### src/rtl/lcell_pkg.sv
package lcell_pkg;

  // Mode bits decoded from the top of the configuration word.
  typedef struct packed {
    logic arith_en;   // table output is propagate, cell output is the sum
    logic reg_en;     // cell output taken from the flip-flop
  } lcell_mode_t;

  function automatic lcell_mode_t decode_mode(input logic arith_bit,
                                              input logic reg_bit);
    lcell_mode_t m;
    m.arith_en = arith_bit;
    m.reg_en   = reg_bit;
    return m;
  endfunction

endpackage

### src/rtl/lcell_mux_tree.sv
module lcell_mux_tree #(
  parameter int LUT_K = 4
) (
  input  logic [(1<<LUT_K)-1:0] table_bits,
  input  logic [LUT_K-1:0]      sel,
  output logic                  tree_o
);
  localparam int TBL = 1 << LUT_K;

  // Level lv halves the candidate count using sel[lv].
  genvar lv, mi;
  generate
    for (lv = 0; lv < LUT_K; lv++) begin : g_lvl
      localparam int NMUX = TBL >> (lv + 1);
      logic [NMUX-1:0] s;
      for (mi = 0; mi < NMUX; mi++) begin : g_mux
        if (lv == 0) begin : g_leaf
          assign s[mi] = sel[0] ? table_bits[2*mi+1] : table_bits[2*mi];
        end else begin : g_inner
          assign s[mi] = sel[lv] ? g_lvl[lv-1].s[2*mi+1] : g_lvl[lv-1].s[2*mi];
        end
      end
    end
  endgenerate

  assign tree_o = g_lvl[LUT_K-1].s[0];

endmodule

### src/rtl/lcell_carry.sv
module lcell_carry (
  input  logic prop,
  input  logic gen,
  input  logic carry_i,
  input  logic arith_en,
  output logic carry_o,
  output logic comb_val
);
  always_comb begin
    if (arith_en) begin
      carry_o  = prop ? carry_i : gen;
      comb_val = prop ^ carry_i;
    end else begin
      carry_o  = 1'b0;
      comb_val = prop;
    end
  end
endmodule

### src/rtl/lcell_out_stage.sv
module lcell_out_stage (
  input  logic clk,
  input  logic rst_n,
  input  logic d,
  input  logic reg_en,
  output logic q_o
);
  logic q_r;
  logic q_nxt;

  always_comb begin
    q_nxt = d;
  end

  always_ff @(posedge clk or negedge rst_n) begin
    if (!rst_n) q_r <= 1'b0;
    else        q_r <= q_nxt;
  end

  assign q_o = reg_en ? q_r : d;
endmodule

### src/rtl/carry_logic_cell.sv
module carry_logic_cell #(
  parameter int LUT_K = 4
) (
  input  logic                        clk,
  input  logic                        rst_n,
  input  logic [(1<<LUT_K)+1:0]       cfg_word,
  input  logic [LUT_K-1:0]            din,
  input  logic                        carry_i,
  output logic                        cell_o,
  output logic                        carry_o
);
  import lcell_pkg::*;

  localparam int TBL       = 1 << LUT_K;
  localparam int REG_BIT   = TBL;
  localparam int ARITH_BIT = TBL + 1;

  lcell_mode_t mode;
  logic        lut_val;
  logic        comb_val;

  assign mode = decode_mode(cfg_word[ARITH_BIT], cfg_word[REG_BIT]);

  lcell_mux_tree #(.LUT_K(LUT_K)) tree_i (
    .table_bits (cfg_word[TBL-1:0]),
    .sel        (din),
    .tree_o     (lut_val)
  );

  lcell_carry carry_i0 (
    .prop     (lut_val),
    .gen      (din[0]),
    .carry_i  (carry_i),
    .arith_en (mode.arith_en),
    .carry_o  (carry_o),
    .comb_val (comb_val)
  );

  lcell_out_stage out_i (
    .clk    (clk),
    .rst_n  (rst_n),
    .d      (comb_val),
    .reg_en (mode.reg_en),
    .q_o    (cell_o)
  );

endmodule

### config.mk
export PLATFORM = sky130hd
export DESIGN_NAME = carry_logic_cell
export DESIGN_NICKNAME = d
export VERILOG_FILES = /design/src/rtl/lcell_pkg.sv /design/src/rtl/lcell_mux_tree.sv /design/src/rtl/lcell_carry.sv /design/src/rtl/lcell_out_stage.sv /design/src/rtl/carry_logic_cell.sv
export SDC_FILE = /design/constraint.sdc
export NUM_CORES = 1
export LEC_CHECK = 0
export BUFFER_PORTS_ARGS = -buffer_cell sky130_fd_sc_hd__buf_4
export CAP_MARGIN = 10
export CORE_AREA = 2 2 39 41
export DETAILED_ROUTE_END_ITERATION = 16
export DIE_AREA = 0 0 41 43
export GPL_TIMING_DRIVEN = 1
export SYNTH_ARGS = -nofsm -noshare
export SYNTH_HDL_FRONTEND = slang
export SYNTH_SLANG_ARGS = --single-unit
### constraint.sdc
create_clock -name clk -period 3.55 [get_ports clk]
set_input_delay 0 -clock clk [delete_from_list [all_inputs] [get_ports clk]]
set_output_delay 0 -clock clk [all_outputs]
set_load 0.1 [all_outputs]
==> flow_metrics.py, run 1 <==
metrics = {
    "global_route": {
        "antenna_found_initial": 0,
        "grt_start_max_net_pins": 6,
        "grt_pass1_vias": 256,
        "gr-usage-all-layers": 0.0820,
        "grt_pass1_wl_um": 1010,
        "grt_overflow": 0,
    },
    "finish": {
        "post-route-util": 0.306,
        "fillerInstances": 150,
        "reg.largest.list": "out_i.q_r (1)",
        "drive_above_1_share": 0.744,
        "areaGrowthSynthToFinish_pct": 109,
        "largest-register": "out_i.q_r",
        "finalNetCount": 66,
        "largest_reg_flops": 1,
        "antenna_cells": 0,
    },
    "logic_synthesis": {
        "ys_seq_area_frac": 0.123,
        "synth_cells": 13,
        "synth_area_leader_cell": "mux4_1",
        "syn_nets": 38,
        "synth_top_area_share": 0.519,
        "ys_types": 9,
        "synth.area.top_cells": "mux4_1 (52%), dfrtp_1 (12%), mux4_2 (11%), xnor2_2 (8.0%), mux2_2 (5.6%)",
        "syn_area_sq_um": 203,
        "yosysWarningCount": 0,
        "avgSynthCellArea_sq_um": 15.6,
        "ys_ff_latch": 1,
    },
    "critical_path": {
        "critPathMaxStageDelay_ps": 560,
        "crit_type": "input pin to output pin",
        "cp_top_family": "multiplexers",
        "critPathSlowestCell": "mux4_1",
        "worstPathMaxFanout": 5,
        "crit_top_cell": "buf_4",
        "path_buf_inv": 2,
        "worstPathCellList": "buf_4 > mux4_1 > mux4_2 > xnor2_2 > mux2_2 > buf_4",
        "end_kind": "output pin",
        "required_ps": 3550,
        "cp_data_arrival_time_ps": 1870,
        "worstSetupStartpointType": "input pin",
        "worst-path-stages": 6,
    },
    "job": {
        "maxCapViolations": 0,
    },
    "timing": {
        "fin_crit_ps": 1870,
        "finalMaxSlewViolations": 0,
        "worst_pin_slew_ps": 284,
        "hold_viol": 0,
        "fin_crit_sh": 0.527,
        "relSlewSlack": 0.812,
        "fmax_mhz": 535,
        "grt_setup_unrepaired": "no",
        "tns_ps": 0,
        "finalSetupViolCount": 0,
    },
    "pwr": {
        "switchingPower_uw": 43.7,
        "power_leakage_uw": 0.000209,
        "internal_power_uw": 50.7,
        "p_sw_frac": 0.463,
        "power_frac_clock": 0,
        "pwr-share-comb": 0.849,
        "p_per_area_nw_per_um2": 223,
        "seqPwrFrac": 0.151,
        "ir_drop_v": 0.0000769,
    },
    "min_path": {
        "min-delay-path-class": "input pin to asynchronous set/reset pin",
    },
    "clock_network": {
        "cts_setup_buffers": 0,
        "post_cts_resized": 0,
        "clkTransAtPathRegs_ps": 0,
        "cts_hold_buffers": 1,
    },
    "routing": {
        "firstDrtPassIters": 2,
        "wl_um": 730,
        "via_per_inst": 4.47,
        "drtIter0Drc": 4,
        "antenna_left": 0,
        "vias": 246,
        "wl_per_cell_um": 13.3,
        "drcViolationCount": 0,
    },
    "die": {
        "rows": 14,
        "dieArea_sq_um": 1760,
        "io_pins": 27,
        "die_height_um": 43,
        "die_x_um": 41,
        "start_util": 0.146,
        "core_area_sq_um": 1380,
    },
    "outcome": {
        "run_status": "completed",
    },
    "placed_design": {
        "portBuffers": 26,
        "place.gp.congestion": 0.697,
    },
}
==> cells in the mapped netlist <==
cell type and number:
nand3_1 1, clkbuf_2 1, dfrtp_1 1, o21ai_0 1, mux2_2 1, xnor2_2 1
nand2_1 2, mux4_2 1, mux4_1 4
==> cells by family (layout without fill, tap and decap cells) <==
kind of cell / after synthesis / after routing / share of synthesized area
buffers and inverters: 1 / 27 / 0.0247
AO/OA/AOI/OAI: 1 / 1 / 0.0247
multiplexers: 6 / 6 / 0.685
flip-flops: 1 / 1 / 0.123
XOR/XNOR: 1 / 1 / 0.0803
AND/OR/NAND/NOR: 3 / 3 / 0.0617
==> per-layer routing <==
metal	vias to the layer above	share of wire	global-route usage
li1	112	-	-
met1	107	0.35	0.0858
met2	27	0.42	0.147
met3	0	0.23	0.0419
met4	0	0	0
met5	-	0	0
==> cells in the final DEF, fill, tap and decap left out, drive strengths merged <==
| master | count |
|---|---|
| buf | 26 |
| mux4 | 5 |
| nand2 | 2 |
| xnor2 | 1 |
| nand3 | 1 |
| o21ai | 1 |
| mux2 | 1 |
| dlygate4sd3 | 1 |
| dfrtp | 1 |
==> power by group through the flow <==
stage	Combinational (uW)	Clock, uW	Sequential [uW]
global placement	78.9	0	14.6
floorplan	50.5	0	14.2
finish	80.2	0	14.3
CTS	81.4	0	14.3
detailed placement	80.6	0	14.3
global route	84.5	0	14.4
==> cell type report <==
cell class / instances / area (sq um) / share of cell area
multi-input combinational: 11 / 173 / 0.408
sequential: 1 / 25.0 / 0.0592
tap: 16 / 20.0 / 0.0473
timing repair buffer: 27 / 205 / 0.485
==> worst max-delay path by stage <==
stage | startpoint | end | slack (ps)
after floorplan | din[0] | carry_o | 190
after global routing | din[0] | cell_o | 1620
after CTS | din[0] | cell_o | 1660
final | din[0] | cell_o | 1680
after detailed placement | din[0] | cell_o | 1660
after global placement | din[0] | cell_o | 1710
==> stage by stage <==
stage	instances	hold slack [ps]	total power (uW)	worst slack, ps	cell area, sq um
floorplan	13	-296	64.7	191	203
global placement	54	-222	93.5	1710	413
detailed placement	54	-220	94.9	1660	413
CTS	55	324	95.7	1660	423
global route	55	346	99.0	1620	423
finish	55	317	94.5	1680	423
Note: power is estimated with default switching activity, not from simulation.
==> inputs of run 2 (changes only) <==
Settings changed: ABC_AREA set to 1.
Clock period 3.55 ns to 1.5 ns, I/O delays scaled along.
==> flow_metrics.py, run 2 <==
metrics = {
    "outcome": {
        "run_status": "completed",
    },
    "logic_synthesis": {
        "synth_edf_count": 0,
        "ys_types": 13,
        "synth_cells": 63,
        "avgSynthCellArea_sq_um": 5.12,
        "async_flop_share": 1.00,
        "ys_seq_area_frac": 0.0775,
        "syn_area_sq_um": 323,
        "ys.flop_type": "dfrtp_1",
        "syn_nets": 88,
        "synthTopCellsByCount": "nand2_1 (20), inv_1 (12), nand3_1 (11), inv_2 (5), nand2_2 (5)",
        "synth.area.top_cells": "nand2_1 (23%), nand3_1 (17%), inv_1 (14%), nand2_2 (9.7%), nand3_2 (9.3%)",
        "yosysWarningCount": 0,
        "ys_ff_latch": 1,
        "synth_area_leader_cell": "nand2_1",
        "synth_most_common_cell": "nand2_1",
        "synth_top_area_share": 0.233,
    },
    "critical_path": {
        "worst-path-stages": 11,
        "critPathSlowestCell": "buf_4",
        "worstPathMaxFanout": 10,
        "critPathMaxStageDelay_ps": 280,
        "crit_start": "din[0]",
        "required_ps": 1500,
        "path_buf_inv": 3,
        "end_kind": "output pin",
        "crit_type": "input pin to output pin",
        "worstSetupStartpointType": "input pin",
        "cp-endpoint": "carry_o",
        "cp_top_family": "buffers and inverters",
        "worstPathCellList": "buf_4 > inv_8 > nand2_2 > nand2_1 > nand2_1 > nand3_1 > nand3_2 > nand2_2 > o21ai_1 > nor2_2 > buf_4",
        "cp_data_arrival_time_ps": 1080,
    },
    "global_route": {
        "grt_pass1_wl_um": 1280,
        "grt_start_max_net_pins": 11,
        "gr-usage-all-layers": 0.0949,
        "grt_overflow": 0,
        "antenna_found_initial": 0,
        "grt_pass1_vias": 372,
    },
    "die": {
        "rows": 14,
        "start_util": 0.233,
        "dieArea_sq_um": 1760,
        "die_x_um": 41,
        "io_pins": 27,
        "core_area_sq_um": 1380,
        "die_height_um": 43,
    },
    "routing": {
        "wl_per_cell_um": 7.66,
        "via_per_inst": 4.04,
        "drcViolationCount": 0,
        "firstDrtPassIters": 2,
        "drtIter0Drc": 3,
        "antenna_left": 0,
        "wl_um": 804,
        "vias": 424,
    },
    "finish": {
        "drive_above_1_share": 0.461,
        "finalNetCount": 116,
        "fillerInstances": 162,
        "largest-register": "out_i.q_r",
        "final_common_cell": "buf_4",
        "areaGrowthSynthToFinish_pct": 67.1,
        "largest_reg_flops": 1,
        "reg.largest.list": "out_i.q_r (1)",
        "antenna_cells": 0,
        "layout_common_cells": "buf_4 (26), nand2_1 (20), inv_1 (12), nand3_1 (11)",
    },
    "clock_network": {
        "post_cts_resized": 0,
        "clkTransAtPathRegs_ps": 0,
        "cts_hold_buffers": 1,
        "cts_setup_buffers": 0,
    },
    "timing": {
        "finalMaxSlewViolations": 0,
        "finalSetupViolCount": 0,
        "holdWs_ps": 325,
        "tns_ps": 0,
        "hold_viol": 0,
        "relSlewSlack": 0.817,
        "worst_pin_slew_ps": 277,
        "fin_ws_ps": 422,
        "fmax_mhz": 928,
        "fin_crit_ps": 1080,
        "grt_setup_unrepaired": "no",
        "fin_crit_sh": 0.719,
    },
    "pwr": {
        "pwr-share-comb": 0.854,
        "switchingPower_uw": 109,
        "internal_power_uw": 110,
        "power_frac_clock": 0,
        "seqPwrFrac": 0.146,
        "ir_drop_v": 0.000105,
        "p_per_area_nw_per_um2": 406,
        "power_leakage_uw": 0.000341,
        "p_sw_frac": 0.498,
    },
    "min_path": {
        "min-delay-path-class": "input pin to asynchronous set/reset pin",
    },
    "job": {
        "maxCapViolations": 0,
    },
    "placed_design": {
        "portBuffers": 26,
        "dp_hpwl_um": 694,
        "place.gp.congestion": 0.788,
        "place_ws_ps": 406,
    },
}
## run 2: cell families (layout without fill, tap and decap cells)
logic type,count (synthesis),in the layout,synth area share
flip-flops,1,1,0.0775
AND/OR/NAND/NOR,41,41,0.624
AO/OA/AOI/OAI,2,2,0.0310
buffers and inverters,19,45,0.267
## run 2: per-layer routing
layer,up-vias,routed length (um),track usage
li1,240,-,-
met1,166,360,0.133
met2,18,355,0.166
met3,0,87,0
met4,0,0,0
met5,-,0,0
## run 2: worst min path at each step
stage                     startpoint   endpoint  cells after the start
after floorplan                rst_n  out_i.q_r                      0
after global placement         rst_n  out_i.q_r                      1
after detailed placement       rst_n  out_i.q_r                      1
after CTS                      rst_n  out_i.q_r                      2
after global routing           rst_n  out_i.q_r                      2
final                          rst_n  out_i.q_r                      2
## run 2: through the flow
stage | total power [uW] | util | area (sq um) | cells
2_1_floorplan | 149 | - | 325 | 63
3_3_place_gp | 217 | 0.382 | 529 | 104
3_5_place_dp | 218 | 0.382 | 529 | 104
4_1_cts | 221 | 0.390 | 539 | 105
5_1_grt | 236 | 0.390 | 539 | 105
6_report | 219 | 0.390 | 539 | 105
## run 2: power by group through the flow
stage / sequential [uW] / combinational, uW / clock [uW]
after global placement: 32.0 / 184 / 0
after global routing: 32.8 / 203 / 0
after detailed placement: 32.1 / 186 / 0
after CTS: 32.1 / 189 / 0
final: 32.1 / 187 / 0
after floorplan: 31.8 / 118 / 0
## run 2: layout make-up
type | count | area (sq um) | area share
well taps | 16 | 20.0 | 0.0371
repair buffers | 27 | 205 | 0.381
flip-flops and latches | 1 | 25.0 | 0.0464
inverters | 18 | 75.1 | 0.139
multi-input cells | 43 | 214 | 0.397
